File: config.mk
export PLATFORM = sky130hd
export DESIGN_NAME = pwm_shadow_timer
export DESIGN_NICKNAME = d
export VERILOG_FILES = /design/src/rtl/pwm_timer_pkg.sv /design/src/rtl/pwm_tmr_counter.sv /design/src/rtl/pwm_tmr_shadow.sv /design/src/rtl/pwm_tmr_out.sv /design/src/rtl/pwm_shadow_timer.sv
export SDC_FILE = /design/constraint.sdc
export NUM_CORES = 1
export LEC_CHECK = 0
export BUFFER_PORTS_ARGS = -buffer_cell sky130_fd_sc_hd__clkbuf_2
export CORE_MARGIN = 2
export CORE_UTILIZATION = 40
export DETAILED_ROUTE_END_ITERATION = 8
export GPL_ROUTABILITY_DRIVEN = 0
export PLACE_DENSITY = 0.55
export RECOVER_POWER = 50
export SLEW_MARGIN = 0
export SYNTH_ARGS = -nofsm -noshare
export SYNTH_HDL_FRONTEND = slang
export SYNTH_SLANG_ARGS = --single-unit
File: constraint.sdc
create_clock -name clk -period 3.35 [get_ports clk]
set_input_delay 0.335 -clock clk [delete_from_list [all_inputs] [get_ports clk]]
set_output_delay 0.335 -clock clk [all_outputs]
set_load 0.02 [all_outputs]
File: src/rtl/pwm_timer_pkg.sv
package pwm_timer_pkg;

    localparam int REG_ADDR_W = 2;

    typedef enum logic [REG_ADDR_W-1:0] {
        REG_CTRL    = 2'd0,
        REG_PERIOD  = 2'd1,
        REG_COMPARE = 2'd2,
        REG_FLAGS   = 2'd3
    } tmr_reg_e;

    // bit 0 period preload, bit 1 compare preload, bit 2 update disable,
    // bit 3 overflow irq enable, bit 4 compare irq enable
    typedef struct packed {
        logic cmp_ie;
        logic ovf_ie;
        logic upd_dis;
        logic cmp_pre;
        logic arr_pre;
    } tmr_ctrl_t;

    localparam int CTRL_W = $bits(tmr_ctrl_t);

    typedef struct packed {
        logic cmp;
        logic ovf;
    } tmr_flags_t;

    function automatic logic reg_hit(input logic en,
                                     input logic [REG_ADDR_W-1:0] addr,
                                     input tmr_reg_e which);
        return en && (tmr_reg_e'(addr) == which);
    endfunction

endpackage

File: src/rtl/pwm_tmr_counter.sv
module pwm_tmr_counter #(
    parameter int CNT_W = 16
) (
    input  logic             clk,
    input  logic             rst,
    input  logic [CNT_W-1:0] arr_act,
    input  logic [CNT_W-1:0] cmp_act,
    output logic [CNT_W-1:0] count,
    output logic             wrap,
    output logic             match
);

    always_comb begin
        wrap  = (count == arr_act);
        match = (count == cmp_act);
    end

    always_ff @(posedge clk) begin
        if (rst)
            count <= '0;
        else if (wrap)
            count <= '0;
        else
            count <= count + CNT_W'(1);
    end

endmodule

File: src/rtl/pwm_tmr_shadow.sv
module pwm_tmr_shadow #(
    parameter int           W       = 16,
    parameter logic [W-1:0] RST_VAL = '0
) (
    input  logic         clk,
    input  logic         rst,
    input  logic         wr,
    input  logic [W-1:0] wr_data,
    input  logic         pre_en,
    input  logic         uev,
    output logic [W-1:0] act
);

    logic [W-1:0] shadow;
    logic [W-1:0] shadow_next;

    // a write in the update cycle is forwarded so it lands at that event
    always_comb shadow_next = wr ? wr_data : shadow;

    always_ff @(posedge clk) begin
        if (rst) begin
            shadow <= RST_VAL;
            act    <= RST_VAL;
        end else begin
            shadow <= shadow_next;
            if (wr && !pre_en)
                act <= wr_data;
            else if (uev && pre_en)
                act <= shadow_next;
        end
    end

endmodule

File: src/rtl/pwm_tmr_out.sv
module pwm_tmr_out
    import pwm_timer_pkg::*;
(
    input  logic       clk,
    input  logic       rst,
    input  logic       wrap,
    input  logic       match,
    input  tmr_flags_t clr,
    input  tmr_ctrl_t  ctrl,
    output logic       pwm_out,
    output logic       ovf_irq,
    output logic       cmp_irq
);

    tmr_flags_t flags;
    tmr_flags_t set;

    always_comb begin
        set.ovf = wrap;
        set.cmp = match;
    end

    always_ff @(posedge clk) begin
        if (rst) begin
            flags   <= '0;
            pwm_out <= 1'b1;
        end else begin
            flags <= (flags & ~clr) | set;
            if (wrap)
                pwm_out <= 1'b0;
            else if (match)
                pwm_out <= 1'b1;
        end
    end

    always_comb begin
        ovf_irq = flags.ovf & ctrl.ovf_ie;
        cmp_irq = flags.cmp & ctrl.cmp_ie;
    end

endmodule

File: src/rtl/pwm_shadow_timer.sv
module pwm_shadow_timer
    import pwm_timer_pkg::*;
#(
    parameter int CNT_W = 16
) (
    input  logic                  clk,
    input  logic                  rst,
    input  logic                  wr_en,
    input  logic [REG_ADDR_W-1:0] wr_addr,
    input  logic [CNT_W-1:0]      wr_data,
    output logic [CNT_W-1:0]      count,
    output logic                  pwm_out,
    output logic                  ovf_irq,
    output logic                  cmp_irq
);

    localparam int N_SHADOW = 2;
    localparam logic [CNT_W-1:0] ARR_RST = '1;
    localparam logic [CNT_W-1:0] CMP_RST = '0;

    tmr_ctrl_t        ctrl;
    tmr_flags_t       clr;
    logic             wr_ctrl;
    logic             wrap;
    logic             match;
    logic             uev;
    logic [CNT_W-1:0] arr_act;
    logic [CNT_W-1:0] cmp_act;

    logic [N_SHADOW-1:0]            sh_wr;
    logic [N_SHADOW-1:0]            sh_pre;
    logic [N_SHADOW-1:0][CNT_W-1:0] sh_act;

    always_comb begin
        wr_ctrl = reg_hit(wr_en, wr_addr, REG_CTRL);
        sh_wr   = {reg_hit(wr_en, wr_addr, REG_COMPARE),
                   reg_hit(wr_en, wr_addr, REG_PERIOD)};
        sh_pre  = {ctrl.cmp_pre, ctrl.arr_pre};
        clr     = reg_hit(wr_en, wr_addr, REG_FLAGS) ?
                  tmr_flags_t'(wr_data[1:0]) : '0;
        uev     = wrap & ~ctrl.upd_dis;
        arr_act = sh_act[0];
        cmp_act = sh_act[1];
    end

    always_ff @(posedge clk) begin
        if (rst)
            ctrl <= '0;
        else if (wr_ctrl)
            ctrl <= tmr_ctrl_t'(wr_data[CTRL_W-1:0]);
    end

    for (genvar i = 0; i < N_SHADOW; i++) begin : g_shadow
        pwm_tmr_shadow #(
            .W       (CNT_W),
            .RST_VAL ((i == 0) ? ARR_RST : CMP_RST)
        ) u_shadow (
            .clk     (clk),
            .rst     (rst),
            .wr      (sh_wr[i]),
            .wr_data (wr_data),
            .pre_en  (sh_pre[i]),
            .uev     (uev),
            .act     (sh_act[i])
        );
    end

    pwm_tmr_counter #(.CNT_W(CNT_W)) u_counter (
        .clk     (clk),
        .rst     (rst),
        .arr_act (arr_act),
        .cmp_act (cmp_act),
        .count   (count),
        .wrap    (wrap),
        .match   (match)
    );

    pwm_tmr_out u_out (
        .clk     (clk),
        .rst     (rst),
        .wrap    (wrap),
        .match   (match),
        .clr     (clr),
        .ctrl    (ctrl),
        .pwm_out (pwm_out),
        .ovf_irq (ovf_irq),
        .cmp_irq (cmp_irq)
    );

endmodule

==> results of run 1 <==
-- state kept, by name, summed over array words and instances, names as in the netlist --
| signal | cells |
|---|---|
| g_shadow.u_shadow.act | 32 |
| g_shadow.u_shadow.shadow | 32 |
| u_counter.count | 16 |
| ctrl | 5 |
| u_out.flags | 2 |
| u_out.pwm_out | 1 |
-- routing by layer --
layer  routed length [µm]  GRT usage  up-vias  part of all wire
li1                     -          -     1381                 -
met1                 4400      0.246     1260              0.49
met2                 4080      0.303       58              0.46
met3                  359     0.0366        7             0.040
met4                   87     0.0431        0            0.0097
met5                    0          0        -                 0
-- critical path, cell delays in order --
cell	delay (ps)
clkbuf_1	1510
buf_4	450
a21oi_1	80
mux2_4	270
-- logic make-up (layout without fill, tap and decap cells) --
| family | count (synthesis) | in the layout |
|---|---|---|
| AO/OA/AOI/OAI | 24 | 24 |
| XOR/XNOR | 45 | 45 |
| adder cells (fa/ha/maj) | 1 | 1 |
| buffers and inverters | 29 | 59 |
| flip-flops | 88 | 88 |
| multiplexers | 36 | 36 |
| AND/OR/NAND/NOR | 183 | 183 |
-- worst max path at each step --
stage / start / endpoint / slack (ps) / cells past startpoint
2_1_floorplan: u_counter.count[12] / g_shadow[0].u_shadow.act[10] / 1240 / 7
3_3_place_gp: u_counter.count[10] / g_shadow[0].u_shadow.act[11] / 1040 / 5
3_5_place_dp: u_counter.count[10] / g_shadow[0].u_shadow.act[11] / 1010 / 5
4_1_cts: u_counter.count[10] / g_shadow[0].u_shadow.act[9] / 1000 / 5
5_1_grt: rst / g_shadow[1].u_shadow.act[5] / 700 / 4
6_report: rst / g_shadow[1].u_shadow.act[9] / 910 / 4
-- cells in the final DEF, fill, tap and decap left out, drive strengths merged, types with 7 or more instances in the layout --
cell    synthesis  layout
a21oi          20      20
clkbuf         18      49
dfxtp          88      88
mux2           32      32
nand2          71      71
nand3           7       7
nand3b         17      17
nand4          10      10
nor2           29      29
nor2b          16      16
or2            18      18
xnor2          40      40
-- stage by stage --
| stage | hold WS, ps | util | std cells | worst slack, ps |
|---|---|---|---|---|
| 6_report | 249 | 0.458 | 565 | 909 |
| 5_1_grt | 249 | 0.458 | 565 | 700 |
| 4_1_cts | 241 | 0.460 | 565 | 1000 |
| 3_5_place_dp | 456 | 0.443 | 553 | 1010 |
| 3_3_place_gp | 451 | 0.443 | 553 | 1040 |
| 2_1_floorplan | 434 | - | 406 | 1240 |
-- power by group through the flow --
stage	Clock (W)	Sequential [W]	Combinational, W
floorplan	0	0.00111	0.000103
CTS	0.000681	0.00109	0.000150
detailed placement	0	0.00112	0.000150
finish	0.000669	0.00109	0.000148
global placement	0	0.00112	0.000148
global route	0.000720	0.00110	0.000165
-- cell type report --
cell class                      instances  area [µm²]  share of cell area
Tap cell                              129         161              0.0378
Clock inverter                          2        35.0             0.00820
Timing Repair Buffer                   43         204              0.0477
Sequential cell                        88        1760               0.412
Clock buffer                           10         128              0.0299
Inverter                                4        15.0             0.00351
Multi-Input combinational cell        289        1970               0.461
==> reports/qor.log, run 1 <==
qor: synthesis.synth_edf_count 0
qor: sta.finalWorstPathRequiredPeriod 2440 ps
qor: routing.totalWireLength 8930 µm
qor: synthesis.ys_ff_latch 88
qor: power.cellLeakagePower 1.65 nW
qor: synthesis.postSynthCellCount 406
qor: cells_and_area.antenna-diode-count 0
qor: synthesis.synth.top_cells.by_area dfxtp_1, xnor2_1, mux2_4
qor: place.placedInstanceArea 4130 µm²
qor: synthesis.ys.flop_type dfxtp_1
qor: run_status.violations max-capacitance violations, max-slew violations
qor: synthesis.synth_nets 428
qor: cells_and_area.share_of_post_route_cells_with_drive_strength_above_1 0.209
qor: global_routing.grt_pass1_wl 14300 µm
qor: setup_path.path_class input port to flop
qor: power.p_clk_frac 0.350
qor: global_routing.grt_start_max_net_pins 58
qor: run_status.status finished, violations left
qor: cts.clock_latency 350 ps
qor: routing.route.antenna.remaining_nets 0
qor: power.sequentialPowerShare 0.572
qor: sta.setup_viol_count_final 0
qor: cts.clock_tree_from_tritoncts done
qor: synthesis.synth_seq_area_share 0.454
qor: floorplan.floorplan.die_area 10500 µm²
qor: power.power-per-cell-area 447 nW/µm²
qor: setup_path.r2r_setup_slack 1030 ps
qor: floorplan.die_width 103 µm
qor: synthesis.synth-adder-area-share 0.00322
qor: cts.clockRootBuffer clkbuf_8
qor: hold_path.min_delay_path_depth 3
qor: setup_path.endpoint_of_the_worst_slack_reg_to_reg_timing_path g_shadow[0].u_shadow.act[9]
qor: run.drv.max_cap_violation_count 1
qor: setup_path.rr_worst_depth 5
qor: global_routing.grt_remaining_overflow 0
qor: cts.cts_resized 0
qor: floorplan.die_y 103 µm
qor: synthesis.synth_compound_area_frac 0.0400
qor: routing.first_iteration_detailed_routing_drc_count 91
qor: sta.fmaxAchievable 410 MHz
qor: floorplan.row_count 35
qor: setup_path.cp-end-kind flop
qor: cts.postCtsSetupRepairBufs 0
qor: sta.setup-tns-final 0 ps
qor: floorplan.design.portCount 40
qor: floorplan.initial_core_util 0.416
qor: sta.timing.final.max_slew_violations 58
qor: synthesis.synth.distinct_cells 32
qor: sta.worst_pin_slew 2160 ps
qor: cts.cts-hold-fix-buffers 0
qor: synthesis.yosysTopAreaCellShare 0.454
qor: cells_and_area.filler_cell_count 938
qor: cts.h-tree-depth 3
qor: setup_path.rr_startpoint u_counter.count[10]
qor: setup_path.cp.arrival 2670 ps
qor: cts.clk_path_buf_depth 2
qor: synthesis.synth_xor_xnor_area_share 0.103
qor: sta.timing.final.hold_violations 0
qor: synthesis.async_flop_share 0
qor: sta.worst_max_slew_margin_expressed_relative_to_the_limit -0.440
qor: sta.finClkSkew 8.63 ps
qor: cells_and_area.num-nets-final 457
qor: synthesis.synth.top_cells.by_count dfxtp_1, nand2_1, xnor2_1, nor2_1
qor: routing.route.vias.total 2706
qor: routing.detail_route.drc_violations 0
qor: cells_and_area.layout.cell_area.non_filler 4270 µm²
qor: cts.cts-buffers-inserted 9
qor: global_routing.number_of_antenna_violations_at_the_first_check_in_global_routing 0
qor: synthesis.post_synth_instance_area 3880 µm²
qor: synthesis.post-synth-top-count-cell dfxtp_1
qor: power.vdd.ir_drop.worst 0.249 mV
qor: power.cell_internal_pwr 0.00146 W
qor: global_routing.grt_usage 0.183
qor: synthesis.synth_top_area_cell dfxtp_1
qor: routing.routed_wire_length_per_instance 15.8 µm
qor: global_routing.grt_pass1_vias 2658
qor: synthesis.synth_simple_gate_area_frac 0.238
qor: hold_path.hold_start wr_data[6]
qor: sta.rsz0062_at_grt false
qor: hold_path.min_path_type input port to flop
qor: setup_path.timing.critical_path.from_type input port
qor: routing.drt_pass1_iterations 5
qor: power.switching_power 0.000444 W
qor: power.fraction_of_power_consumed_by_combinational_cells 0.078
qor: synthesis.muxShareOfSynthArea 0.123
qor: cells_and_area.synthToLayoutAreaGrowth 10.1%
qor: hold_path.holdPathEnd g_shadow[0].u_shadow.shadow[6]
qor: place.count_of_input_and_output_buffers 39
qor: setup_path.cp_data_required_time 3580 ps
qor: power.p_total 0.00191 W
qor: floorplan.coreArea 9330 µm²
qor: synthesis.yosys_warnings 0
qor: synthesis.synthesis.area_per_instance 9.56 µm²
qor: routing.viasPerCell 4.79
qor: setup_path.critical_path_peak_fanout 57
qor: place.dpl.hpwl 6300 µm
qor: synthesis.largest_family_of_logic_cells_by_synthesized_area simple AND/OR/NAND/NOR gates
qor: cts.cts.clk_slew.worst_paths 80 ps
qor: sta.fin_crit_sh 0.729
qor: power.power.switching_fraction 0.233
qor: cts.clkSinkCount 88
Power figures use the tool's default switching activity.
==> run 2: changes to the inputs <==
--- a/config.mk
+++ b/config.mk
@@ -10,7 +10,7 @@
 export CORE_UTILIZATION = 40
 export DETAILED_ROUTE_END_ITERATION = 8
 export GPL_ROUTABILITY_DRIVEN = 0
-export PLACE_DENSITY = 0.55
+export PLACE_DENSITY = 0.57
 export RECOVER_POWER = 50
 export SLEW_MARGIN = 0
 export SYNTH_ARGS = -nofsm -noshare
==> constraint.sdc (replaced) <==
create_clock -name clk -period 2.2 [get_ports clk]
set_input_delay 0.22 -clock clk [delete_from_list [all_inputs] [get_ports clk]]
set_output_delay 0.22 -clock clk [all_outputs]
set_load 0.02 [all_outputs]
==> run 2 against run 1 <==
Against the previous run: the run now ends clean; critical endpoint is now g_shadow[0].u_shadow.act[7]; sequential share of layout area is 1.5 points lower; power is 53% higher; highest routed layer unchanged; core utilization is 1.7 points higher; flip-flop and latch count stayed put; first-iteration DRC count is 12% higher; critical path depth is 2 higher; sequential power is 52% higher; setup slack worse by 800 ps; via count is 3.1% higher.
==> reports/qor.log, run 2 (synthesized netlist as in run 1, its figures left out) <==
qor: run_status.status finished clean
qor: sta.setup-tns-final 0 ps [unchanged]
qor: cells_and_area.mostFrequentLayoutCells dfxtp_1, nand2_1, xnor2_1, nor2_1, clkbuf_2
qor: global_routing.met3_usage 0.0373 [+0.000678]
qor: cells_and_area.share_of_post_route_cells_with_drive_strength_above_1 0.242 [+0.0336]
qor: place.dpl.hpwl 6480 µm [+2.9%]
qor: routing.route.vias.total 2791 [+3.1%]
qor: sta.rsz0062_at_grt false
qor: floorplan.row_count 35 [unchanged]
qor: routing.route.antenna.remaining_nets 0 [unchanged]
qor: cts.cts-hold-fix-buffers 0 [unchanged]
qor: power.cellLeakagePower 1.75 nW [+6.1%]
qor: place.placedCellCount 572 [+3.4%]
qor: cts.postCtsSetupRepairBufs 0 [unchanged]
qor: cts.clockRootBuffer clkbuf_8
qor: cts.clkSinkCount 88 [unchanged]
qor: routing.drt_pass1_iterations 5 [unchanged]
qor: setup_path.endpoint_of_the_worst_slack_reg_to_reg_timing_path g_shadow[0].u_shadow.act[7]
qor: global_routing.grt_pass1_vias 2714 [+2.1%]
qor: floorplan.die_width 103 µm [unchanged]
qor: sta.worst_max_slew_margin_expressed_relative_to_the_limit 0.418 [+0.858]
qor: sta.timing.final.hold_violations 0 [unchanged]
qor: routing.first_iteration_detailed_routing_drc_count 102 [+12%]
qor: cts.cts-buffers-inserted 9 [unchanged]
qor: routing.totalWireLength 9040 µm [+1.3%]
qor: run.drv.max_cap_violation_count 0 [-1]
qor: routing.routed_wire_length_per_instance 15.4 µm [-2.5%]
qor: floorplan.initial_core_util 0.416 [unchanged]
qor: cells_and_area.top_regs g_shadow.u_shadow.act x32, g_shadow.u_shadow.shadow x32, u_counter.count x16
qor: floorplan.coreArea 9330 µm² [unchanged]
qor: sta.worst_pin_slew 874 ps [-1290 ps]
qor: global_routing.number_of_antenna_violations_at_the_first_check_in_global_routing 0 [unchanged]
qor: sta.finalWorstPathRequiredPeriod 2090 ps
qor: cells_and_area.synthToLayoutAreaGrowth 14.2%
qor: power.vdd.ir_drop.worst 0.341 mV [+37%]
qor: cells_and_area.post_layout_nonfiller_instances 587 [+3.9%]
qor: cts.h-tree-depth 3 [unchanged]
qor: routing.detail_route.drc_violations 0 [unchanged]
qor: setup_path.r2r_setup_slack 110 ps [-920 ps]
qor: cells_and_area.num-nets-final 476 [+4.2%]
qor: sta.worst_slack 110 ps [-799 ps]
qor: sta.fmaxAchievable 478 MHz
qor: setup_path.rr_startpoint g_shadow[0].u_shadow.act[14]
qor: global_routing.gr-max-usage-layer met1
qor: floorplan.die_y 103 µm [unchanged]
qor: floorplan.design.portCount 40 [unchanged]
qor: sta.holdWs 130 ps [-118 ps]
qor: global_routing.grt_start_max_net_pins 74 [+28%]
qor: setup_path.critical_path_peak_fanout 16 [-72%]
qor: setup_path.path_class flop to flop
qor: hold_path.hold_start wr_data[15]
qor: global_routing.grt_remaining_overflow 0 [unchanged]
qor: cts.cts.clk_slew.worst_paths 90 ps [about the same]
qor: hold_path.min_delay_path_depth 3 [unchanged]
qor: sta.fin_crit_sh 0.950
qor: global_routing.grt_usage 0.185 [+0.00239]
qor: setup_path.rr_worst_depth 6 [+1]
qor: hold_path.holdPathEnd g_shadow[1].u_shadow.shadow[15]
qor: cts.clock_latency 350 ps [about the same]
qor: global_routing.grt_pass1_wl 14600 µm [+2.4%]
qor: cts.clock_tree_from_tritoncts done
qor: power.power-per-cell-area 657 nW/µm² [+47%]
qor: global_routing.grtUsageMet1 0.278 [+0.0317]
qor: hold_path.min_path_type input port to flop
qor: sta.finClkSkew 9.54 ps [+0.909 ps]
qor: sta.setup_viol_count_final 0 [unchanged]
qor: setup_path.cp.arrival 2330 ps [-340 ps]
qor: cells_and_area.antenna-diode-count 0 [unchanged]
qor: routing.viasPerCell 4.75 [-0.72%]
qor: place.post-place-ws 141 ps [-867 ps]
qor: setup_path.timing.critical_path.from_type flop
qor: cts.clk_path_buf_depth 2 [unchanged]
qor: global_routing.grtUsageMet2 0.266 [-0.0362]
qor: setup_path.cp_data_required_time 2440 ps [-1140 ps]
qor: place.count_of_input_and_output_buffers 39 [unchanged]
qor: cells_and_area.layout.cells.most_common dfxtp_1
qor: cts.cts_resized 0 [unchanged]
qor: floorplan.floorplan.die_area 10500 µm² [unchanged]
qor: sta.timing.final.max_slew_violations 0 [-100%]
qor: setup_path.cp-end-kind flop
run 2: cell count changes in the layout (fill, tap and decap cells not counted):
| cell | change |
|---|---|
| buf_12 | +1 |
| buf_4 | +16 |
| bufinv_16 | -1 |
| clkbuf_1 | +2 |
| clkbuf_8 | +1 |
| clkinv_4 | +1 |
| clkinvlp_4 | +1 |
| inv_6 | +1 |
run 2: layout make-up:
type                       count  area [µm²]
sequential                    88        1760
timing repair buffer          62         352
clock buffer                  11         141
multi-input combinational    289        1970
clock inverter                 4        30.0
inverter                       4        15.0
tap                          129         161
fill                         916        4900
run 2: worst max-delay path by stage:
stage | slack [ps] | endpoint | from | cells past startpoint
2_1_floorplan | 90 | g_shadow[0].u_shadow.act[10] | u_counter.count[12] | 7
3_3_place_gp | 120 | g_shadow[0].u_shadow.act[14] | g_shadow[0].u_shadow.act[14] | 6
3_5_place_dp | 140 | g_shadow[0].u_shadow.act[2] | g_shadow[0].u_shadow.act[3] | 6
4_1_cts | 110 | g_shadow[0].u_shadow.act[2] | g_shadow[0].u_shadow.act[3] | 6
5_1_grt | 20 | g_shadow[0].u_shadow.act[2] | g_shadow[0].u_shadow.act[3] | 6
6_report | 110 | g_shadow[0].u_shadow.act[7] | g_shadow[0].u_shadow.act[14] | 6
run 2: through the flow:
| stage | area (µm²) | total power, W | utilization |
|---|---|---|---|
| after floorplan | 3880 | 0.00185 | - |
| after global placement | 4290 | 0.00194 | 0.460 |
| after detailed placement | 4290 | 0.00194 | 0.460 |
| after CTS | 4460 | 0.00296 | 0.478 |
| after global routing | 4430 | 0.00304 | 0.475 |
| final | 4430 | 0.00291 | 0.475 |
run 2: worst max-delay path: stages, from the launching register on:
cell     delay (ps)
dfxtp_1         340
xnor2_1         240
nand4_1         210
nor4_4          280
buf_4           200
a31oi_4         310
mux2_4          390
run 2: where the power goes:
| part | internal [W] | switching, W | total [W] | leakage [nW] |
|---|---|---|---|---|
| Sequential | 0.00164 | 0.0000216 | 0.00166 | 0.715 |
| Clock | 0.000440 | 0.000568 | 0.00101 | 0.0858 |
| Combinational | 0.000105 | 0.000140 | 0.000245 | 0.950 |
run 2: layer usage:
metal  wire [µm]  vias to the layer above
met2        3790                       54
met3         345                       12
met4         140                        0
met5           0                        -
li1            -                     1430
met1        4770                     1295
